[config.mk]
export PLATFORM = sky130hd
export DESIGN_NAME = card_pwr_seq
export DESIGN_NICKNAME = d
export VERILOG_FILES = /design/src/rtl/cps_pkg.sv /design/src/rtl/cps_edge_sync.sv /design/src/rtl/cps_timer.sv /design/src/rtl/cps_fsm.sv /design/src/rtl/card_pwr_seq.sv
export SDC_FILE = /design/constraint.sdc
export NUM_CORES = 1
export LEC_CHECK = 0
export ABC_AREA = 1
export CAP_MARGIN = 5
export CELL_PAD_IN_SITES_DETAIL_PLACEMENT = 1
export CELL_PAD_IN_SITES_GLOBAL_PLACEMENT = 2
export CORE_MARGIN = 4
export CORE_UTILIZATION = 38
export DETAILED_ROUTE_END_ITERATION = 6
export DONT_BUFFER_PORTS = 1
export PLACE_DENSITY_LB_ADDON = 0.1
export SYNTH_ARGS = -nofsm -noshare
export SYNTH_HDL_FRONTEND = slang
export SYNTH_SLANG_ARGS = --single-unit
[constraint.sdc]
create_clock -name clk -period 3.63 [get_ports clk]
set_clock_uncertainty 0.05 [all_clocks]
set_input_delay 0.726 -clock clk [delete_from_list [all_inputs] [get_ports clk]]
set_output_delay 0.726 -clock clk [all_outputs]
set_load 0.01 [all_outputs]
[src/rtl/cps_pkg.sv]
package cps_pkg;

    typedef enum logic [2:0] {
        PH_OFF      = 3'd0,
        PH_POWERING = 3'd1,
        PH_IO_OPEN  = 3'd2,
        PH_ACTIVE   = 3'd3,
        PH_CLK_STOP = 3'd4,
        PH_IO_STOP  = 3'd5,
        PH_VCC_STOP = 3'd6
    } phase_e;

endpackage

[src/rtl/cps_edge_sync.sv]
module cps_edge_sync #(
    parameter int STAGES = 2
) (
    input  logic clk,
    input  logic rst_n,
    input  logic async_i,
    output logic rise_o
);
    localparam int DEPTH = STAGES + 1;

    logic [DEPTH-1:0] pipe_d, pipe_q;

    always_comb begin
        pipe_d = {pipe_q[DEPTH-2:0], async_i};
    end

    always_ff @(posedge clk or negedge rst_n) begin
        if (!rst_n) pipe_q <= '0;
        else        pipe_q <= pipe_d;
    end

    assign rise_o = pipe_q[STAGES-1] & ~pipe_q[STAGES];

    // a rise pulse lasts a single cycle
    a_r4_rise_single: assert property (@(posedge clk) disable iff (!rst_n)
        rise_o |=> !rise_o);

endmodule

[src/rtl/cps_timer.sv]
module cps_timer #(
    parameter int CLK_TO_CYC = 900,
    parameter int IO_TO_CYC  = 900
) (
    input  logic clk,
    input  logic rst_n,
    input  logic clr_i,
    output logic clk_hit_o,
    output logic io_hit_o
);
    localparam int MAXT = (CLK_TO_CYC > IO_TO_CYC) ? CLK_TO_CYC : IO_TO_CYC;
    localparam int CW   = $clog2(MAXT + 1);

    logic [CW-1:0] cnt_d, cnt_q;

    always_comb begin
        if (clr_i)                   cnt_d = '0;
        else if (cnt_q == CW'(MAXT)) cnt_d = cnt_q;
        else                         cnt_d = cnt_q + 1'b1;
    end

    always_ff @(posedge clk or negedge rst_n) begin
        if (!rst_n) cnt_q <= '0;
        else        cnt_q <= cnt_d;
    end

    assign clk_hit_o = (cnt_q >= CW'(CLK_TO_CYC));
    assign io_hit_o  = (cnt_q >= CW'(IO_TO_CYC));

    // the counter saturates and never wraps
    a_r7_no_overflow: assert property (@(posedge clk) disable iff (!rst_n)
        cnt_q <= CW'(MAXT));

    // a clear always empties the counter on the next edge
    a_r8_clear_works: assert property (@(posedge clk) disable iff (!rst_n)
        clr_i |=> !io_hit_o || (IO_TO_CYC == 0));

endmodule

[src/rtl/cps_fsm.sv]
module cps_fsm
    import cps_pkg::*;
#(
    parameter int OPEN_EDGES  = 2,
    parameter int CLOSE_EDGES = 2
) (
    input  logic       clk,
    input  logic       rst_n,
    input  logic       en_i,
    input  logic       vcc_good_i,
    input  logic       cclk_rise_i,
    input  logic       clk_to_hit_i,
    input  logic       io_to_hit_i,
    output logic       vcc_en_o,
    output logic       rst_path_en_o,
    output logic       io_path_en_o,
    output logic       clk_path_en_o,
    output logic       tmr_clr_o,
    output logic [2:0] phase_o
);
    localparam int MAXE = (OPEN_EDGES > CLOSE_EDGES) ? OPEN_EDGES : CLOSE_EDGES;
    localparam int ECW  = (MAXE < 2) ? 1 : $clog2(MAXE + 1);

    typedef struct packed {
        phase_e         phase;
        logic [ECW-1:0] ecnt;
        logic           vcc;
        logic           rp;
        logic           iop;
        logic           cp;
    } seq_t;

    seq_t st_d, st_q;

    always_comb begin
        st_d = st_q;
        unique case (st_q.phase)
            PH_OFF: begin
                st_d.vcc = 1'b0;
                st_d.rp  = 1'b0;
                st_d.iop = 1'b0;
                st_d.cp  = 1'b0;
                if (en_i) begin
                    st_d.phase = PH_POWERING;
                    st_d.vcc   = 1'b1;
                end
            end
            PH_POWERING: begin
                if (!en_i) begin
                    st_d.phase = PH_CLK_STOP;
                    st_d.ecnt  = '0;
                end else if (vcc_good_i) begin
                    st_d.phase = PH_IO_OPEN;
                    st_d.rp    = 1'b1;
                    st_d.iop   = 1'b1;
                    st_d.ecnt  = '0;
                end
            end
            PH_IO_OPEN: begin
                if (!en_i) begin
                    st_d.phase = PH_CLK_STOP;
                    st_d.rp    = 1'b0;
                    st_d.ecnt  = '0;
                end else if (cclk_rise_i) begin
                    if (st_q.ecnt == ECW'(OPEN_EDGES - 1)) begin
                        st_d.phase = PH_ACTIVE;
                        st_d.cp    = 1'b1;
                    end else begin
                        st_d.ecnt = st_q.ecnt + 1'b1;
                    end
                end
            end
            PH_ACTIVE: begin
                if (!en_i) begin
                    st_d.phase = PH_CLK_STOP;
                    st_d.rp    = 1'b0;
                    st_d.ecnt  = '0;
                end
            end
            PH_CLK_STOP: begin
                if ((cclk_rise_i && st_q.ecnt == ECW'(CLOSE_EDGES - 1)) || clk_to_hit_i) begin
                    st_d.phase = PH_IO_STOP;
                    st_d.cp    = 1'b0;
                end else if (cclk_rise_i) begin
                    st_d.ecnt = st_q.ecnt + 1'b1;
                end
            end
            PH_IO_STOP: begin
                if (io_to_hit_i) begin
                    st_d.phase = PH_VCC_STOP;
                    st_d.iop   = 1'b0;
                end
            end
            PH_VCC_STOP: begin
                st_d.phase = PH_OFF;
                st_d.vcc   = 1'b0;
            end
            default: begin
                st_d = '0;
            end
        endcase
    end

    always_ff @(posedge clk or negedge rst_n) begin
        if (!rst_n) st_q <= '0;
        else        st_q <= st_d;
    end

    assign vcc_en_o      = st_q.vcc;
    assign rst_path_en_o = st_q.rp;
    assign io_path_en_o  = st_q.iop;
    assign clk_path_en_o = st_q.cp;
    assign phase_o       = st_q.phase;
    assign tmr_clr_o     = !(st_q.phase inside {PH_CLK_STOP, PH_IO_STOP, PH_VCC_STOP});

    // supply switches on while every path is still closed
    a_r2_supply_first: assert property (@(posedge clk) disable iff (!rst_n)
        $rose(vcc_en_o) |-> !rst_path_en_o && !io_path_en_o && !clk_path_en_o);

    // I/O path opens only after supply-good was seen
    a_r3_good_before_io: assert property (@(posedge clk) disable iff (!rst_n)
        $rose(io_path_en_o) |-> $past(vcc_good_i) && vcc_en_o);

    // clock path opens only after the I/O path
    a_r4_clk_after_io: assert property (@(posedge clk) disable iff (!rst_n)
        $rose(clk_path_en_o) |-> $past(io_path_en_o));

    // falling enable closes the reset path first
    a_r5_reset_first: assert property (@(posedge clk) disable iff (!rst_n)
        (st_q.phase inside {PH_IO_OPEN, PH_ACTIVE}) && !en_i
        |=> !rst_path_en_o && (io_path_en_o == $past(io_path_en_o)));

    // the clock path is already closed when the I/O path closes
    a_r6_clk_before_io: assert property (@(posedge clk) disable iff (!rst_n)
        $fell(io_path_en_o) |-> !clk_path_en_o && !rst_path_en_o);

    // supply drops only after the I/O pin was forced low
    a_r8_vcc_last: assert property (@(posedge clk) disable iff (!rst_n)
        $fell(vcc_en_o) |-> $past(!io_path_en_o) && !io_path_en_o);

    // abort before the supply settles opens no path
    a_r9_abort_clean: assert property (@(posedge clk) disable iff (!rst_n)
        (st_q.phase == PH_POWERING) && !en_i
        |=> !rst_path_en_o && !io_path_en_o && !clk_path_en_o);

endmodule

[src/rtl/card_pwr_seq.sv]
module card_pwr_seq #(
    parameter int CLK_TO_CYC  = 900,
    parameter int IO_TO_CYC   = 900,
    parameter int OPEN_EDGES  = 2,
    parameter int CLOSE_EDGES = 2,
    parameter int SYNC_STAGES = 2
) (
    input  logic       clk,
    input  logic       rst_n,
    input  logic       en_i,
    input  logic       vcc_good_i,
    input  logic       card_clk_i,
    output logic       vcc_en_o,
    output logic       rst_path_en_o,
    output logic       io_path_en_o,
    output logic       clk_path_en_o,
    output logic       rst_force_low_o,
    output logic       clk_force_low_o,
    output logic       io_force_low_o,
    output logic [2:0] phase_o
);
    logic cclk_rise;
    logic clk_hit, io_hit, tmr_clr;

    cps_edge_sync #(.STAGES(SYNC_STAGES)) u_sync (
        .clk     (clk),
        .rst_n   (rst_n),
        .async_i (card_clk_i),
        .rise_o  (cclk_rise)
    );

    cps_timer #(.CLK_TO_CYC(CLK_TO_CYC), .IO_TO_CYC(IO_TO_CYC)) u_timer (
        .clk       (clk),
        .rst_n     (rst_n),
        .clr_i     (tmr_clr),
        .clk_hit_o (clk_hit),
        .io_hit_o  (io_hit)
    );

    cps_fsm #(.OPEN_EDGES(OPEN_EDGES), .CLOSE_EDGES(CLOSE_EDGES)) u_fsm (
        .clk           (clk),
        .rst_n         (rst_n),
        .en_i          (en_i),
        .vcc_good_i    (vcc_good_i),
        .cclk_rise_i   (cclk_rise),
        .clk_to_hit_i  (clk_hit),
        .io_to_hit_i   (io_hit),
        .vcc_en_o      (vcc_en_o),
        .rst_path_en_o (rst_path_en_o),
        .io_path_en_o  (io_path_en_o),
        .clk_path_en_o (clk_path_en_o),
        .tmr_clr_o     (tmr_clr),
        .phase_o       (phase_o)
    );

    assign rst_force_low_o = !rst_path_en_o;
    assign clk_force_low_o = !clk_path_en_o;
    assign io_force_low_o  = !io_path_en_o;

    // an open path is never forced low at the same time
    a_r1_force_exclusive: assert property (@(posedge clk) disable iff (!rst_n)
        !(io_path_en_o && io_force_low_o) && !(clk_path_en_o && clk_force_low_o));

endmodule

==> run_results.csv, run 1 <==
group,metric,value,unit
logic_synthesis,yosys.area.top_type_share,39.2,%
global_routing,grt_pass1_wl,5.78,mm
timing,max_freq,0.553,GHz
floorplan,boundaryPins,15,
drt,wl,3.38,mm
setup_path,crit_path_end_kind,"output pin",
drt,via_count,1205,
cts,cts.sinks,22,
setup_path,cp-start-kind,"register",
global_routing,grt_max_degree,23,
logic_synthesis,synth_enable_flop_cells,0,
logic_synthesis,syn-cell-area,1410,um^2
timing,min_period_over_period,49.8,%
layout,area_growth,4.45,%
timing,relSlewSlack,56.4,%
logic_synthesis,synth_ff_type,"dfrtp_1",
global_routing,grt_overflow,0,
logic_synthesis,syn_area_per_cell,7.43,um^2
timing,hold_viol,0,
cts,clock_latency,260,ps
cts,cts.htree.levels,1,
floorplan,initial_core_util,40.8,%
placed_design,hpwlAfterDp,2.72,mm
logic_synthesis,ys_types,31,
global_routing,grt_pass1_vias,1280,
floorplan,coreArea,3440,um^2
setup_path,crit_fanout,11,
drt,viasPerCell,5.17,
global_routing,grt_usage,16.3,%
drt,drc,0,
logic_synthesis,syn_nets,197,
timing,max_slew.worst_pin.slew,654,ps
cts,ctsHoldBuffers,0,
drt,drt_iter0_drc,68,
setup_path,critPathKind,"reg -> out",
cts,clock_path_buffers,2,
run_status,status,"complete, no violations",
logic_synthesis,synthTopCellsByArea,"dfrtp_1, nand2_1, inv_1",
drt,ant_nets,0,
power,cellPowerDensity,724,nW/um^2
cts,clk_pin_slew,90,ps
layout,drive_above_1_share,11.8,%
logic_synthesis,synth_top_area_cell,"dfrtp_1",
cts,post-cts-setup-buffers,0,
logic_synthesis,yosysMostFrequentCell,"nand2_1",
timing,min_period,1810,ps
cts,cts_resized,0,
timing,tns,0,ps
cts,numCtsBuffers,3,
power,p_leak,0.684,nW
logic_synthesis,synth_simple_gate_area_share,32.4,%
layout,nets,196,
timing,finalMaxSlewViolations,0,
worst_hold_path,holdCritPathClass,"in -> async",
logic_synthesis,synth_top_cells_by_count,"nand2_1, inv_1, dfrtp_1, nand3_1, nor2_1",
power,peakVddDrop,0.000210,V
placed_design,globalplace.congestion,0.877,
logic_synthesis,synth_compound_area_share,11.0,%
drt,wl_per_cell,14.5,um
setup_path,critical_path_arrival,1030,ps
logic_synthesis,async_reset_ff_share,100,%
floorplan,die-area,4730,um^2
layout,n_antenna_cell,0,
logic_synthesis,synth_xor_area_share,2.49,%
placed_design,portBuffers,0,
logic_synthesis,synth-seq-cells,22,
floorplan,dieWidth,68.8,um
logic_synthesis,synth_top_family_by_area,"simple AND/OR/NAND/NOR gates",
timing,rsz0062_at_grt,"no",
logic_synthesis,ys.warnings.count,0,
run,maxCapViolations,0,
floorplan,rows,21,
layout,post-route-util,42.6,%
global_routing,antenna_found_initial,0,
logic_synthesis,muxShareOfSynthArea,0,%
logic_synthesis,synthAdderAreaFrac,2.67,%
logic_synthesis,ys_seq_area_share,39.2,%
floorplan,die_h,68.8,um
setup_path,required,2850,ps
cts,cts_tree,"done",
cts,ctsRootBufferMaster,"clkbuf_8",
timing,finalSetupViolations,0,
drt,first_pass_iters,4,
logic_synthesis,syn_inst,189,
## layer usage
metal	up-vias	wire (um)	track usage [%]
li1	590	-	-
met1	589	1370	16.9
met2	20	1830	32.1
met3	6	126	3.40
met4	0	54	5.11
met5	-	0	0
## metrics by stage
step | area (um^2) | cells | power (mW) | hold WS [ps] | setup WS, ps
floorplan | 1410 | 189 | 0.815 | 281 | 2020
global placement | 1410 | 229 | 0.885 | 283 | 1890
detailed placement | 1410 | 229 | 0.897 | 287 | 1860
CTS | 1470 | 233 | 1.08 | 85.7 | 1820
global route | 1470 | 233 | 1.17 | 75.3 | 1700
finish | 1470 | 233 | 1.06 | 95.5 | 1820
## registers in the layout, indices dropped and copies added (netlist names)
| signal | count |
|---|---|
| u_fsm.clk_path_en_o | 1 |
| u_fsm.io_path_en_o | 1 |
| u_fsm.phase_o | 3 |
| u_fsm.rst_path_en_o | 1 |
| u_fsm.st_q | 2 |
| u_fsm.vcc_en_o | 1 |
| u_sync.pipe_q | 3 |
| u_timer.cnt_q | 10 |
## logic make-up after synthesis
group,Yosys count
simple gates,98
flops,22
xor+xnor,4
fa+ha+maj,3
compound gates,25
buf+inv,37
## worst paths after layout
path,end,slack [ps],cells past startpoint,from
max,phase_o[0],1820,0,u_fsm.phase_o[0]$_DFFE_PN0P_
min,u_fsm.phase_o[0]$_DFFE_PN0P_,100,0,rst_n
max reg2reg,u_fsm.phase_o[0]$_DFFE_PN0P_,1830,9,u_fsm.phase_o[0]$_DFFE_PN0P_
min reg2reg,u_sync.pipe_q[1]$_DFF_PN0_,300,0,u_sync.pipe_q[0]$_DFF_PN0_
max in group asynchronous,u_fsm.st_q[5]$_DFFE_PN0P_,3350,0,rst_n
min in group clk,u_sync.pipe_q[1]$_DFF_PN0_,300,0,u_sync.pipe_q[0]$_DFF_PN0_
## where the power goes
group          switching, mW  internal (mW)  leakage [nW]  total (mW)
registers             0.0971          0.298         0.290       0.395
clock network         0.0810         0.0966        0.0288       0.178
logic                  0.326          0.165         0.365       0.490
total                  0.504          0.559         0.684        1.06
## cells in the final DEF, fill, tap and decap left out, drive strengths merged, types with 2 or more instances in the layout
cell type	instances
a21oi	12
a22oi	2
clkbuf	4
dfrtp	22
ha	3
inv	31
nand2	45
nand3	21
nand4	3
nor2	25
nor3	2
o21ai	8
xnor2	3
## area by class of cell
type / instances / area, um^2
fill: 454 / 1970
clock buffer: 4 / 55.1
multi-input combinational: 130 / 683
tap: 46 / 57.6
inverter: 31 / 121
sequential: 22 / 551
Note: power is estimated with default switching activity, not from simulation.
==> run 2, diff against run 1 <==
CORE_UTILIZATION = 32   (was 38)
clock period = 1.6 ns   (was 3.63 ns; I/O delays follow)
==> run_results.csv, run 2 (synthesis results as in run 1) <==
group,metric,value,unit
timing,min_period_over_period,97.2,%
global_routing,antenna_found_initial,0,
layout,final_cell_count_no_fill,248,
worst_hold_path,hold_depth,0,
drt,wl_per_cell,15.2,um
cts,ctsRootBufferMaster,"clkbuf_8",
drt,viasPerCell,5.00,
setup_path,cp-start-kind,"register",
placed_design,globalplace.congestion,0.805,
power,seq_power_share,32.1,%
timing,finalSetupViolations,0,
floorplan,die-area,5520,um^2
layout,n_antenna_cell,0,
setup_path,timing.rr.end,"u_timer.cnt_q[0]$_DFFE_PN0P_",
setup_path,reg2reg_slack,50,ps
cts,cts_tree,"done",
placed_design,dpl.cell_count,240,
layout,nets,208,
floorplan,initial_core_util,34.1,%
run_status,status,"complete, no violations",
worst_hold_path,holdCritPathClass,"in -> reg",
layout,fin_area,1600,um^2
layout,area_growth,13.8,%
floorplan,boundaryPins,15,
global_routing,grt_pass1_vias,1305,
timing,max_freq,0.643,GHz
drt,wl,3.76,mm
placed_design,hpwlAfterDp,2.83,mm
timing,timing.hold.ws,21.9,ps
floorplan,dieWidth,74.3,um
setup_path,critPathKind,"reg -> reg",
drt,via_count,1241,
setup_path,crit_path_end_kind,"register",
layout,post-route-util,38.9,%
drt,ant_nets,0,
placed_design,dpl-instance-area,1470,um^2
global_routing,use_met1,21.4,%
global_routing,gr-usage-met2,22.9,%
drt,first_pass_iters,4,
floorplan,die_h,74.3,um
cts,clock_latency,270,ps
placed_design,portBuffers,0,
power,swShare,47.2,%
power,peakVddDrop,0.000664,V
floorplan,rows,23,
cts,clock_path_buffers,2,
global_routing,grt_pass1_wl,6.28,mm
worst_hold_path,worstHoldStart,"card_clk_i",
cts,numCtsBuffers,3,
cts,cts.sinks,22,
drt,drc,0,
layout,layout_commonest_cell,"nand2_1",
timing,finalMaxSlewViolations,0,
setup_path,crit_fanout,5,
layout,largest_register,"u_timer.cnt_q",
layout,drive_above_1_share,21.2,%
timing,max_slew.worst_pin.slew,285,ps
timing,hold_viol,0,
power,cellPowerDensity,1640,nW/um^2
global_routing,grt_max_degree,23,
setup_path,critPathLaunch,"u_timer.cnt_q[1]$_DFFE_PN0P_",
layout,largest_register_ffs,10,
run,maxCapViolations,0,
cts,clk_pin_slew,80,ps
setup_path,worstReg2RegStart,"u_timer.cnt_q[1]$_DFFE_PN0P_",
power,p_clk_share,13.6,%
global_routing,grt_overflow,0,
global_routing,use_met3,2.43,%
timing,rsz0062_at_grt,"yes",
power,netSwitchingPower,1.24,mW
global_routing,busiest_layer,"met2",
global_routing,grt_usage,14.9,%
power,p_leak,0.736,nW
floorplan,coreArea,4120,um^2
setup_path,reg2reg_depth,7,
timing,min_period,1550,ps
power,combinationalPowerShare,54.3,%
layout,mostFrequentLayoutCells,"nand2_1, inv_1, nor2_1, nand3_1, dfrtp_1",
power,p_int,1.39,mW
setup_path,required,1740,ps
timing,relSlewSlack,81.0,%
setup_path,critical_path_arrival,1700,ps
worst_hold_path,min_delay_worst_endpoint,"u_sync.pipe_q[0]$_DFF_PN0_",
drt,drt_iter0_drc,58,
cts,cts.htree.levels,1,
[run 2: cell count changes in the layout (fill, tap and decap cells not counted), sizes merged]
cell,change
buf,+11
clkbuf,-1
dlygate4sd3,+1
[run 2: area by class of cell]
| cell class | count | area, um^2 |
|---|---|---|
| fill | 527 | 2520 |
| clock buffer | 3 | 41.3 |
| tap | 50 | 62.6 |
| multi-input combinational | 130 | 714 |
| sequential | 22 | 554 |
| inverter | 31 | 121 |
| timing repair buffer | 12 | 105 |
[run 2: worst max-delay path: stages, from the launching register on]
cell	delay [ps]
dfrtp_1	430
inv_2	130
ha_4	140
nand2_2	40
nor2_1	80
nand4_1	240
xor2_1	250
nor2_1	120
[run 2: repair_timing]
action,in CTS,in global routing
endpoints found under the hold margin,22,0
hold buffers,2,0
setup endpoints to repair,0,9
resized for setup,0,12
setup buffers,0,3
[run 2: per-layer routing]
metal  wire, um  vias up  share of wire [%]
li1           -      615                  -
met1       1920      605                 51
met2       1690       16                 45
met3        106        5                2.8
met4         48        0                1.3
met5          0        -                  0
[run 2: how the worst max path moves through the flow]
stage | endpoint | slack (ps) | cells past startpoint
2_1_floorplan | u_fsm.vcc_en_o$_DFFE_PN0N_ | 300 | 9
3_3_place_gp | u_fsm.phase_o[1]$_DFFE_PN0P_ | 130 | 9
3_5_place_dp | u_fsm.phase_o[1]$_DFFE_PN0P_ | 80 | 9
4_1_cts | u_timer.cnt_q[1]$_DFFE_PN0P_ | 40 | 6
5_1_grt | u_timer.cnt_q[0]$_DFFE_PN0P_ | -110 | 7
6_report | u_timer.cnt_q[0]$_DFFE_PN0P_ | 50 | 7
[run 2: power by group through the flow]
| stage | clock [mW] | combinational (mW) | sequential [mW] |
|---|---|---|---|
| final | 0.357 | 1.43 | 0.844 |
| after global routing | 0.403 | 1.61 | 0.867 |
| after CTS | 0.376 | 1.33 | 0.838 |
| after detailed placement | 0 | 1.31 | 0.847 |
| after global placement | 0 | 1.28 | 0.842 |
| after floorplan | 0 | 1.05 | 0.799 |
[run 2: through the flow]
| step | TNS (ps) | worst slack (ps) | power [mW] |
|---|---|---|---|
| 2_1_floorplan | 0 | 296 | 1.85 |
| 4_1_cts | 0 | 41.0 | 2.54 |
| 5_1_grt | -224 | -109 | 2.88 |
| 6_report | 0 | 45.2 | 2.63 |
| 3_3_place_gp | 0 | 130 | 2.12 |
| 3_5_place_dp | 0 | 84.3 | 2.15 |
